### src/rtl/kwd_pkg.sv
package kwd_pkg;
    localparam int KWD_CNT_W  = 12;
    localparam int KWD_KEY_W  = 16;
    localparam int KWD_PSC_W  = 3;
    localparam int KWD_ADDR_W = 2;

    typedef enum logic [KWD_ADDR_W-1:0] {
        SEL_KEY = 2'd0,
        SEL_PSC = 2'd1,
        SEL_RLD = 2'd2,
        SEL_STS = 2'd3
    } reg_sel_e;

    localparam logic [KWD_KEY_W-1:0] CODE_RUN  = 16'hCCCC;
    localparam logic [KWD_KEY_W-1:0] CODE_FEED = 16'hAAAA;
    localparam logic [KWD_KEY_W-1:0] CODE_OPEN = 16'h5555;
    localparam logic [KWD_KEY_W-1:0] CODE_SHUT = 16'h0000;
endpackage

### src/rtl/kwd_prescaler.sv
module kwd_prescaler #(
    parameter int PSC_W     = 3,
    parameter int MAX_CODE  = 6,
    parameter int BASE_LOG2 = 2,
    localparam int DIV_W    = BASE_LOG2 + MAX_CODE
) (
    input  logic             clk,
    input  logic             rst_n,
    input  logic             tick_in,
    input  logic [PSC_W-1:0] code,
    output logic             presc_tick
);
    typedef struct packed {
        logic [DIV_W-1:0] phase;
    } psc_state_t;

    psc_state_t st_d, st_q;
    logic [PSC_W-1:0] code_eff;
    logic [DIV_W:0]   span;
    logic [DIV_W-1:0] limit;
    logic             wrap;
    int               shamt;

    always_comb begin
        // codes above the largest defined one saturate at that divider
        code_eff   = (code > PSC_W'(MAX_CODE)) ? PSC_W'(MAX_CODE) : code;
        shamt      = BASE_LOG2 + int'(code_eff);
        span       = ((DIV_W+1)'(1) << shamt) - (DIV_W+1)'(1);
        limit      = span[DIV_W-1:0];
        // >= keeps the phase bounded after a switch to a smaller divider
        wrap       = (st_q.phase >= limit);
        presc_tick = tick_in && wrap;
        st_d       = st_q;
        if (tick_in) begin
            st_d.phase = wrap ? '0 : st_q.phase + 1'b1;
        end
    end

    always_ff @(posedge clk) begin
        if (!rst_n) st_q <= '0;
        else        st_q <= st_d;
    end
endmodule

### src/rtl/kwd_config.sv
module kwd_config
    import kwd_pkg::*;
#(
    parameter int CNT_W      = 12,
    parameter int PSC_W      = 3,
    parameter int KEY_W      = 16,
    parameter int SYNC_TICKS = 2,
    localparam int SYNC_W    = $clog2(SYNC_TICKS + 1)
) (
    input  logic             clk,
    input  logic             rst_n,
    input  logic             bus_wr,
    input  logic [1:0]       bus_addr,
    input  logic [KEY_W-1:0] bus_wdata,
    input  logic             presc_tick,
    output logic             start_key,
    output logic             feed_key,
    output logic             unlocked,
    output logic [PSC_W-1:0] psc_reg,
    output logic [CNT_W-1:0] rld_reg,
    output logic [PSC_W-1:0] psc_act,
    output logic [CNT_W-1:0] rld_act,
    output logic             psc_busy,
    output logic             rld_busy
);
    typedef struct packed {
        logic              open;
        logic [PSC_W-1:0]  psc_stage;
        logic [CNT_W-1:0]  rld_stage;
        logic [PSC_W-1:0]  psc_live;
        logic [CNT_W-1:0]  rld_live;
        logic              psc_pend;
        logic              rld_pend;
        logic [SYNC_W-1:0] psc_wait;
        logic [SYNC_W-1:0] rld_wait;
    } cfg_state_t;

    cfg_state_t st_d, st_q;
    logic key_hit, psc_hit, rld_hit;
    logic open_key, shut_key;

    always_comb begin
        key_hit   = bus_wr && (reg_sel_e'(bus_addr) == SEL_KEY);
        psc_hit   = bus_wr && (reg_sel_e'(bus_addr) == SEL_PSC) && st_q.open;
        rld_hit   = bus_wr && (reg_sel_e'(bus_addr) == SEL_RLD) && st_q.open;
        start_key = key_hit && (bus_wdata == CODE_RUN);
        feed_key  = key_hit && (bus_wdata == CODE_FEED);
        open_key  = key_hit && (bus_wdata == CODE_OPEN);
        shut_key  = key_hit && (bus_wdata == CODE_SHUT);

        st_d = st_q;
        if (open_key)                 st_d.open = 1'b1;
        else if (shut_key || feed_key) st_d.open = 1'b0;

        // prescaler staging: a new write restarts the settling window
        if (psc_hit) begin
            st_d.psc_stage = bus_wdata[PSC_W-1:0];
            st_d.psc_pend  = 1'b1;
            st_d.psc_wait  = '0;
        end else if (st_q.psc_pend && presc_tick) begin
            if (st_q.psc_wait == SYNC_W'(SYNC_TICKS - 1)) begin
                st_d.psc_live = st_q.psc_stage;
                st_d.psc_pend = 1'b0;
            end else begin
                st_d.psc_wait = st_q.psc_wait + 1'b1;
            end
        end

        // reload staging
        if (rld_hit) begin
            st_d.rld_stage = bus_wdata[CNT_W-1:0];
            st_d.rld_pend  = 1'b1;
            st_d.rld_wait  = '0;
        end else if (st_q.rld_pend && presc_tick) begin
            if (st_q.rld_wait == SYNC_W'(SYNC_TICKS - 1)) begin
                st_d.rld_live = st_q.rld_stage;
                st_d.rld_pend = 1'b0;
            end else begin
                st_d.rld_wait = st_q.rld_wait + 1'b1;
            end
        end
    end

    always_ff @(posedge clk) begin
        if (!rst_n) begin
            st_q           <= '0;
            st_q.rld_stage <= '1;
            st_q.rld_live  <= '1;
        end else begin
            st_q <= st_d;
        end
    end

    assign unlocked = st_q.open;
    assign psc_reg  = st_q.psc_stage;
    assign rld_reg  = st_q.rld_stage;
    assign psc_act  = st_q.psc_live;
    assign rld_act  = st_q.rld_live;
    assign psc_busy = st_q.psc_pend;
    assign rld_busy = st_q.rld_pend;
endmodule

### src/rtl/kwd_counter.sv
module kwd_counter #(
    parameter int CNT_W = 12
) (
    input  logic             clk,
    input  logic             rst_n,
    input  logic             presc_tick,
    input  logic             start_key,
    input  logic             feed_key,
    input  logic [CNT_W-1:0] rld_act,
    output logic             running,
    output logic [CNT_W-1:0] count,
    output logic             rst_req
);
    typedef struct packed {
        logic             run;
        logic [CNT_W-1:0] cnt;
        logic             req;
    } cnt_state_t;

    cnt_state_t st_d, st_q;

    always_comb begin
        st_d     = st_q;
        st_d.req = 1'b0;
        if (feed_key) begin
            // refresh outranks a tick in the same cycle
            st_d.cnt = rld_act;
        end else if (start_key && !st_q.run) begin
            st_d.run = 1'b1;
            st_d.cnt = rld_act;
        end else if (st_q.run && presc_tick) begin
            if (st_q.cnt == '0) begin
                st_d.req = 1'b1;
                st_d.cnt = rld_act;
            end else begin
                st_d.cnt = st_q.cnt - 1'b1;
            end
        end
    end

    always_ff @(posedge clk) begin
        if (!rst_n) begin
            st_q     <= '0;
            st_q.cnt <= '1;
        end else begin
            st_q <= st_d;
        end
    end

    assign running = st_q.run;
    assign count   = st_q.cnt;
    assign rst_req = st_q.req;
endmodule

### src/rtl/keyed_watchdog.sv
module keyed_watchdog
    import kwd_pkg::*;
#(
    parameter int CNT_W      = KWD_CNT_W,
    parameter int PSC_W      = KWD_PSC_W,
    parameter int KEY_W      = KWD_KEY_W,
    parameter int SYNC_TICKS = 2,
    parameter int MAX_CODE   = 6
) (
    input  logic             clk,
    input  logic             rst_n,
    input  logic             tick_in,
    input  logic             bus_wr,
    input  logic [1:0]       bus_addr,
    input  logic [KEY_W-1:0] bus_wdata,
    output logic [KEY_W-1:0] bus_rdata,
    output logic             rst_req
);
    logic             presc_tick;
    logic             start_key, feed_key, unlocked;
    logic [PSC_W-1:0] psc_reg, psc_act;
    logic [CNT_W-1:0] rld_reg, rld_act, cnt_val;
    logic             pvu, rvu, running;

    kwd_prescaler #(
        .PSC_W    (PSC_W),
        .MAX_CODE (MAX_CODE),
        .BASE_LOG2(2)
    ) u_psc (
        .clk       (clk),
        .rst_n     (rst_n),
        .tick_in   (tick_in),
        .code      (psc_act),
        .presc_tick(presc_tick)
    );

    kwd_config #(
        .CNT_W     (CNT_W),
        .PSC_W     (PSC_W),
        .KEY_W     (KEY_W),
        .SYNC_TICKS(SYNC_TICKS)
    ) u_cfg (
        .clk       (clk),
        .rst_n     (rst_n),
        .bus_wr    (bus_wr),
        .bus_addr  (bus_addr),
        .bus_wdata (bus_wdata),
        .presc_tick(presc_tick),
        .start_key (start_key),
        .feed_key  (feed_key),
        .unlocked  (unlocked),
        .psc_reg   (psc_reg),
        .rld_reg   (rld_reg),
        .psc_act   (psc_act),
        .rld_act   (rld_act),
        .psc_busy  (pvu),
        .rld_busy  (rvu)
    );

    kwd_counter #(
        .CNT_W(CNT_W)
    ) u_cnt (
        .clk       (clk),
        .rst_n     (rst_n),
        .presc_tick(presc_tick),
        .start_key (start_key),
        .feed_key  (feed_key),
        .rld_act   (rld_act),
        .running   (running),
        .count     (cnt_val),
        .rst_req   (rst_req)
    );

    always_comb begin
        bus_rdata = '0;
        case (reg_sel_e'(bus_addr))
            SEL_PSC: bus_rdata[PSC_W-1:0] = psc_reg;
            SEL_RLD: bus_rdata[CNT_W-1:0] = rld_reg;
            SEL_STS: bus_rdata[1:0]       = {rvu, pvu};
            default: bus_rdata            = '0;
        endcase
    end
endmodule


### config.mk
export PLATFORM = sky130hd
export DESIGN_NAME = keyed_watchdog
export DESIGN_NICKNAME = d
export VERILOG_FILES = /design/src/rtl/kwd_pkg.sv /design/src/rtl/kwd_prescaler.sv /design/src/rtl/kwd_config.sv /design/src/rtl/kwd_counter.sv /design/src/rtl/keyed_watchdog.sv
export SDC_FILE = /design/constraint.sdc
export NUM_CORES = 1
export LEC_CHECK = 0
export BUFFER_PORTS_ARGS = -buffer_cell sky130_fd_sc_hd__buf_4
export CAP_MARGIN = 20
export CORE_UTILIZATION = 45
export DETAILED_ROUTE_END_ITERATION = 10
export PLACE_DENSITY = 0.68
export SETUP_SLACK_MARGIN = 0.4
export SYNTH_ARGS = -nofsm -noshare
export SYNTH_HDL_FRONTEND = slang
export SYNTH_SLANG_ARGS = --single-unit
### constraint.sdc
create_clock -name clk -period 3.7 [get_ports clk]
set_clock_uncertainty 0.15 [all_clocks]
set_input_delay 0.74 -clock clk [delete_from_list [all_inputs] [get_ports clk]]
set_output_delay 0.74 -clock clk [all_outputs]
set_load 0.02 [all_outputs]
Word level (Yosys, flattened, before mapping)
Index checks and enable logic that the tools add are counted.
{ "op_classes": {"shifts": 1, "add_sub_neg": 6, "n_lt_le_gt_ge": 2, "n_eq_ne": 8, "bitwise_logic": 7, "reduce_logical": 35, "n_mux": 18} }
{ "op_table": {"columns": ["cell", "n"], "rows": [
  ["two-way mux 12 bit", 3],
  ["equality test 16 bit, second input constant", 2],
  ["<< shifter 1 x 32 -> 8 bit, first input constant", 1],
  ["equality test 16 x 15 -> 1 bit, second input constant", 1],
  ["zero test 16 bit", 1],
  ["logical AND 1 bit", 14],
  ["two-way mux 13 bit", 1],
  ["zero test 12 bit", 1],
  ["subtractor 12 x 1 -> 12 bit, second input constant", 1],
  ["AND reduction 2 bit", 5],
  ["nonzero test 2 bit", 5],
  ["two-way mux 1 bit", 9],
  ["two-way mux 9 bit", 1],
  ["adder 8 x 1 -> 8 bit, second input constant", 1],
  [">= comparator 8 bit", 1],
  ["two-way mux 8 bit", 1],
  ["subtractor 8 x 2 -> 8 bit, second input constant", 1],
  ["inverter 1 bit", 7],
  ["equality test 2 x 1 -> 1 bit, second input constant", 3],
  ["case mux 2 bit (3 select lines)", 1],
  ["AND reduction 3 bit", 2],
  ["adder 2 x 1 -> 2 bit, second input constant", 2],
  ["adder 2 x 3 -> 4 bit, first input constant", 1],
  ["equality test 2 bit, second input constant", 2],
  ["other kinds (9)", 10]
]} }
{ "totals": {"regBits": 59, "out_inout_bits": 17, "elab_cells": 90, "input_bits": 22} }

Depth between registers and ports, before layout
{ "logic_depth": {"depth_word": 11, "ltp_mapped": 13, "depth_no_buf": 11} }

By module
From an unflattened synthesis, not the netlist that was laid out.
{ "unflattened": {"hier_cells": 438, "hier_area_um2": 3629.7} }
{ "by_module_without_submodules": {"columns": ["mod", "instances", "area_each_um2", "cells_each"], "rows": [
  ["kwd_config", 1, 1732.9, 214],
  ["kwd_counter", 1, 1049.8, 129],
  ["kwd_prescaler", 1, 639.4, 68],
  ["keyed_watchdog", 1, 207.7, 27]
]} }

Least setup slack after synthesis
Ideal clock, no wire load.
{ "synth_timing": {"path_kind": "reg-to-reg", "start": "register u_cfg.st_q, in the netlist u_cfg.psc_act[1]", "end": "register u_cfg.st_q, in the netlist u_cfg.rld_act[10]", "t_required_ns": 3.421, "setup_time_ns": 0.129, "path_slack_ns": 0.599, "stages_incl_launch_ff": 14, "arrival_ns": 2.822, "cell_sequence": "dfxtp_1 inv_1 ha_1 nor3b_1 xnor2_1 nor2_1 ha_1 nand3_1 o22ai_1 buf_2 o2111ai_1 buf_2 mux2i_1 nand2_1"} }
{ "synth_between": {"elab_chain_len": 9} }
{ "synth_lines": {"columns": ["element", "line", "source"], "rows": [
  ["from (decl)", "kwd_config.sv:38", "cfg_state_t st_d, st_q;"],
  ["from (signal assigned)", "kwd_config.sv:90", "st_q <= st_d;"],
  ["greater-than comparator 3 bit", "kwd_prescaler.sv:26", "code_eff = (code > PSC_W'(MAX_CODE)) ? PSC_W'(MAX_CODE) : code;"],
  ["two-way mux 3 bit (*)", "kwd_prescaler.sv:26", null],
  ["adder 2 x 3 -> 4 bit (*)", "kwd_prescaler.sv:27", "shamt = BASE_LOG2 + int'(code_eff);"],
  ["<< shifter 1 x 32 -> 8 bit (*)", "kwd_prescaler.sv:28", "span = ((DIV_W+1)'(1) << shamt) - (DIV_W+1)'(1);"],
  ["subtractor 8 x 2 -> 8 bit (*)", "kwd_prescaler.sv:28", null],
  [">= comparator 8 bit (*)", "kwd_prescaler.sv:31", "wrap = (st_q.phase >= limit);"],
  ["logical AND 1 bit (*)", "kwd_prescaler.sv:32", "presc_tick = tick_in && wrap;"],
  ["logical AND 1 bit (*)", "kwd_config.sv:74", "end else if (st_q.rld_pend && presc_tick) begin"],
  ["AND reduction 3 bit (no source line) (*)", null, null]
]} }
Every way passes the cells marked *; elsewhere a longest branch is shown, timed or not.
A chain may end at the register's enable or synchronous reset.

Worst setup path in the final report
{ "layout_timing": {"start": "register u_cfg.st_q, in the netlist u_cfg.psc_act[2]", "end": "register u_cnt.st_q, in the netlist u_cnt.count[4]"} }
{ "layout_between": {"elab_chain_len": 9} }
{ "layout_lines": {"columns": ["element", "line", "source"], "rows": [
  ["greater-than comparator 3 bit", "kwd_prescaler.sv:26", null],
  ["two-way mux 3 bit (*)", "kwd_prescaler.sv:26", null],
  ["adder 2 x 3 -> 4 bit (*)", "kwd_prescaler.sv:27", null],
  ["<< shifter 1 x 32 -> 8 bit (*)", "kwd_prescaler.sv:28", null],
  ["subtractor 8 x 2 -> 8 bit (*)", "kwd_prescaler.sv:28", null],
  [">= comparator 8 bit (*)", "kwd_prescaler.sv:31", null],
  ["logical AND 1 bit (*)", "kwd_prescaler.sv:32", null],
  ["logical AND 1 bit (*)", "kwd_counter.sv:31", "end else if (st_q.run && presc_tick) begin"],
  ["nonzero test 3 bit (no source line) (*)", null, null],
  ["to (signal assigned)", "kwd_counter.sv:46", "st_q <= st_d;"],
  ["to (decl)", "kwd_counter.sv:20", "cnt_state_t st_d, st_q;"]
]} }
Marks and branches as above.

==> metrics.yaml <==
timing:
  report.final.slew_viol_count: 0
  relSlewSlack_pct: 53.8
  post-route-min-period_ps: 3170
  rsz0062_at_grt: "false"
  final.period_utilization_pct: 85.6
  hold_viol_final: 0
  final-setup-viol-count: 0
  worstMarginPinSlew_ps: 688
  fmax_mhz: 316
  finalSetupTns_ps: 0
die:
  die_area_mm2: 0.00784
  io_pins: 39
  fp.dieW_um: 88.6
  row_count: 31
  die_y_um: 88.6
  coreArea_mm2: 0.00725
  start_util_pct: 46.5
place:
  gp_congestion: 0.870
  dp_hpwl_um: 5730
  placed_cell_area_mm2: 0.00368
  io_buffers: 34
power_and_ir_drop:
  power.leakage_nw: 1.76
  ir_drop_uv: 181
  power.density_mw_per_mm2: 370
detailed_routing:
  ant_nets: 0
  vias: 2918
  drt-vias-per-instance: 5.54
  drc_errors: 0
  dr.pass1.iters: 5
  wl_um: 7700
  drt_iter0_markers: 205
  post_drt_wl_per_cell_um: 14.6
grt:
  grt_pass1_wl_um: 12500
  grt_use_total_pct: 21.1
  antenna_found_initial: 0
  grt_pass1_vias: 2647
  grt_max_degree: 41
  grt.overflow.total: 0
status:
  status: "completed"
worst_hold_path:
  min_path_type: "register to register"
critical_path:
  path_class: "register to register"
  start_kind: "register"
  cpPeakStageDelay_ps: 540
  cp.required_ps: 3780
  path_cells: "inv_1 -> ha_1 -> nor3b_2 -> xnor2_1 -> nor2_1 -> ha_1 -> nand3_1 -> a211oi_4 -> o21ai_1 -> or4_1 -> o311a_1"
  endpoint_kind: "register"
  crit_path_top_delay_cell: "or4_1"
  path_max_fanout: 6
  path_common_cell: "ha_1"
  arrival_ps: 3250
cells_and_area:
  design_area_mm2: 0.00397
  nets: 466
  drive_above_1_share_pct: 16.6
  syn_to_final_growth_pct: 17.7
  antenna_cells: 0
  nFillCells: 684
clock_network:
  cts_tree: "built"
  cts_sinks: 59
  htree_levels: 3
  clockBufferDepth: 2
  numCtsBuffers: 9
  clk_pin_slew_ps: 70
  postCtsHoldBufs: 0
  clk-insertion-delay-late_ps: 340
  clockRootBuffer: "clkbuf_8"
flow_run:
  maxCapViolCount: 0
logic_synthesis:
  async_flop_share_pct: 0
  ys_ff_latch: 59
  synth-edff-count: 0
  synthesis.area_mm2: 0.00337
  synth_cell_types: 61
  yosysWarnings: 0
  syn_inst: 392
  synth-seq-area-share_pct: 35.0
  ys.flop_type: "dfxtp_1"
  synth_area_per_cell_um2: 8.60
## report_power, final
| group | total, mW | internal (mW) | leakage [nW] | switching [mW] |
|---|---|---|---|---|
| clock network | 0.736 | 0.467 | 0.123 | 0.270 |
| registers | 0.641 | 0.637 | 0.478 | 0.00353 |
| logic | 0.0925 | 0.0394 | 1.16 | 0.0532 |
## through the flow
stage / setup slack (ps) / std cells / hold slack, ps / total power, mW / util [%]
floorplan: 599 / 395 / 284 / 0.707 / -
detailed placement: 364 / 509 / 300 / 0.746 / 50.7
global route: 397 / 527 / 331 / 1.52 / 54.7
CTS: 475 / 525 / 310 / 1.48 / 54.1
global placement: 529 / 509 / 291 / 0.745 / 50.7
finish: 532 / 527 / 309 / 1.47 / 54.7
## logic make-up (layout without fill, tap and decap cells)
family	count (synthesis)	after routing	synth area share [%]
and+or+nand+nor	160	160	24.3
AOI/OAI and AO/OA	70	70	16.5
DFF	59	59	35.0
buffers and inverters	45	78	6.01
muxes	25	25	7.42
adders and majority gates	21	21	7.79
xor gates and xnor gates	11	11	2.86
other	1	4	0.111
## Yosys cell counts, types with 4 or more instances
cell | instances | area [µm²]
nand4_1 | 6 | 37.5
clkbuf_1 | 10 | 37.5
xor2_1 | 8 | 70.1
nand2_1 | 46 | 173
and2_1 | 9 | 56.3
nand3_1 | 18 | 90.1
a21oi_1 | 14 | 70.1
buf_4 | 5 | 37.5
o21ai_1 | 8 | 40.0
or4_1 | 8 | 60.1
o41ai_1 | 4 | 35.0
nor3_1 | 4 | 20.0
mux2i_1 | 25 | 250
o211ai_1 | 4 | 30.0
inv_1 | 21 | 78.8
or3_1 | 8 | 50.1
buf_2 | 6 | 30.0
a211oi_1 | 4 | 30.0
o221ai_1 | 7 | 61.3
ha_1 | 21 | 263
dfxtp_1 | 59 | 1180
nand2b_1 | 6 | 37.5
nor2_1 | 33 | 124
## per-layer routing
layer  routed length, µm  up-vias  GRT usage (%)  part of all wire [%]
met5                   0        -              0                     0
met4                 142        0           8.36                   1.8
met3                 396       13           4.38                   5.1
met2                3560       89           33.2                    46
met1                3600     1352           28.2                    47
li1                    -     1464              -                     -
## timing repair
item                                   in CTS  in global routing
endpoints found under the hold margin       0                  0
buffers inserted                            0                  2
resized for setup                           1                  5
pin swaps                                   0                  1
setup endpoints to repair                   2                 26
## path summary, 6_finish.rpt
kind / startpoint / end / slack, ps / cells past startpoint
min reg2reg: u_cfg.st_q[1]$_SDFFE_PP0P_ / u_cfg.st_q[1]$_SDFFE_PP0P_ / 310 / 2
max: u_cfg.psc_act[2]$_SDFFE_PN0P_ / u_cnt.count[4]$_SDFFE_PN1P_ / 530 / 11
min: u_cfg.st_q[1]$_SDFFE_PP0P_ / u_cfg.st_q[1]$_SDFFE_PP0P_ / 310 / 2
max reg2reg: u_cfg.psc_act[2]$_SDFFE_PN0P_ / u_cnt.count[4]$_SDFFE_PN1P_ / 530 / 11
## cells in the final DEF, fill, tap and decap left out, types with 3 or more instances in the layout
master	instances
xnor2_1	3
or3_1	8
mux2i_1	25
o41ai_1	4
nand4_1	6
and2_1	9
ha_1	21
or4_1	8
nor3_1	4
dfxtp_1	58
o2111ai_1	3
buf_4	41
a211oi_1	4
inv_1	21
a22oi_1	3
and3_1	3
nand3_1	18
nand2b_1	6
xor2_1	8
o221ai_1	7
nand2_1	46
o21ai_1	8
nor2_1	33
conb_1	4
bufinv_16	3
nor4_1	3
clkbuf_8	10
a21oi_1	14
o211ai_1	4
## final cells by class
| class | instances | area, µm² | area share (%) |
|---|---|---|---|
| clock buffers | 10 | 138 | 3.47 |
| clock inverters | 6 | 111 | 2.81 |
| repair buffers | 41 | 308 | 7.76 |
| well taps | 99 | 124 | 3.12 |
| flip-flops and latches | 59 | 1180 | 29.8 |
| multi-input cells | 291 | 2030 | 51.1 |
| inverters | 21 | 78.8 | 1.99 |
## worst max-delay path: cells and delay by family (launching register included)
| kind | cells | cell delay (ps) |
|---|---|---|
| xor gates and xnor gates | 1 | 140 |
| AOI/OAI and AO/OA | 3 | 630 |
| and+or+nand+nor | 4 | 1020 |
| DFF | 1 | 400 |
| buffers and inverters | 1 | 110 |
| adders and majority gates | 2 | 610 |
Note: power is estimated with default switching activity, not from simulation.
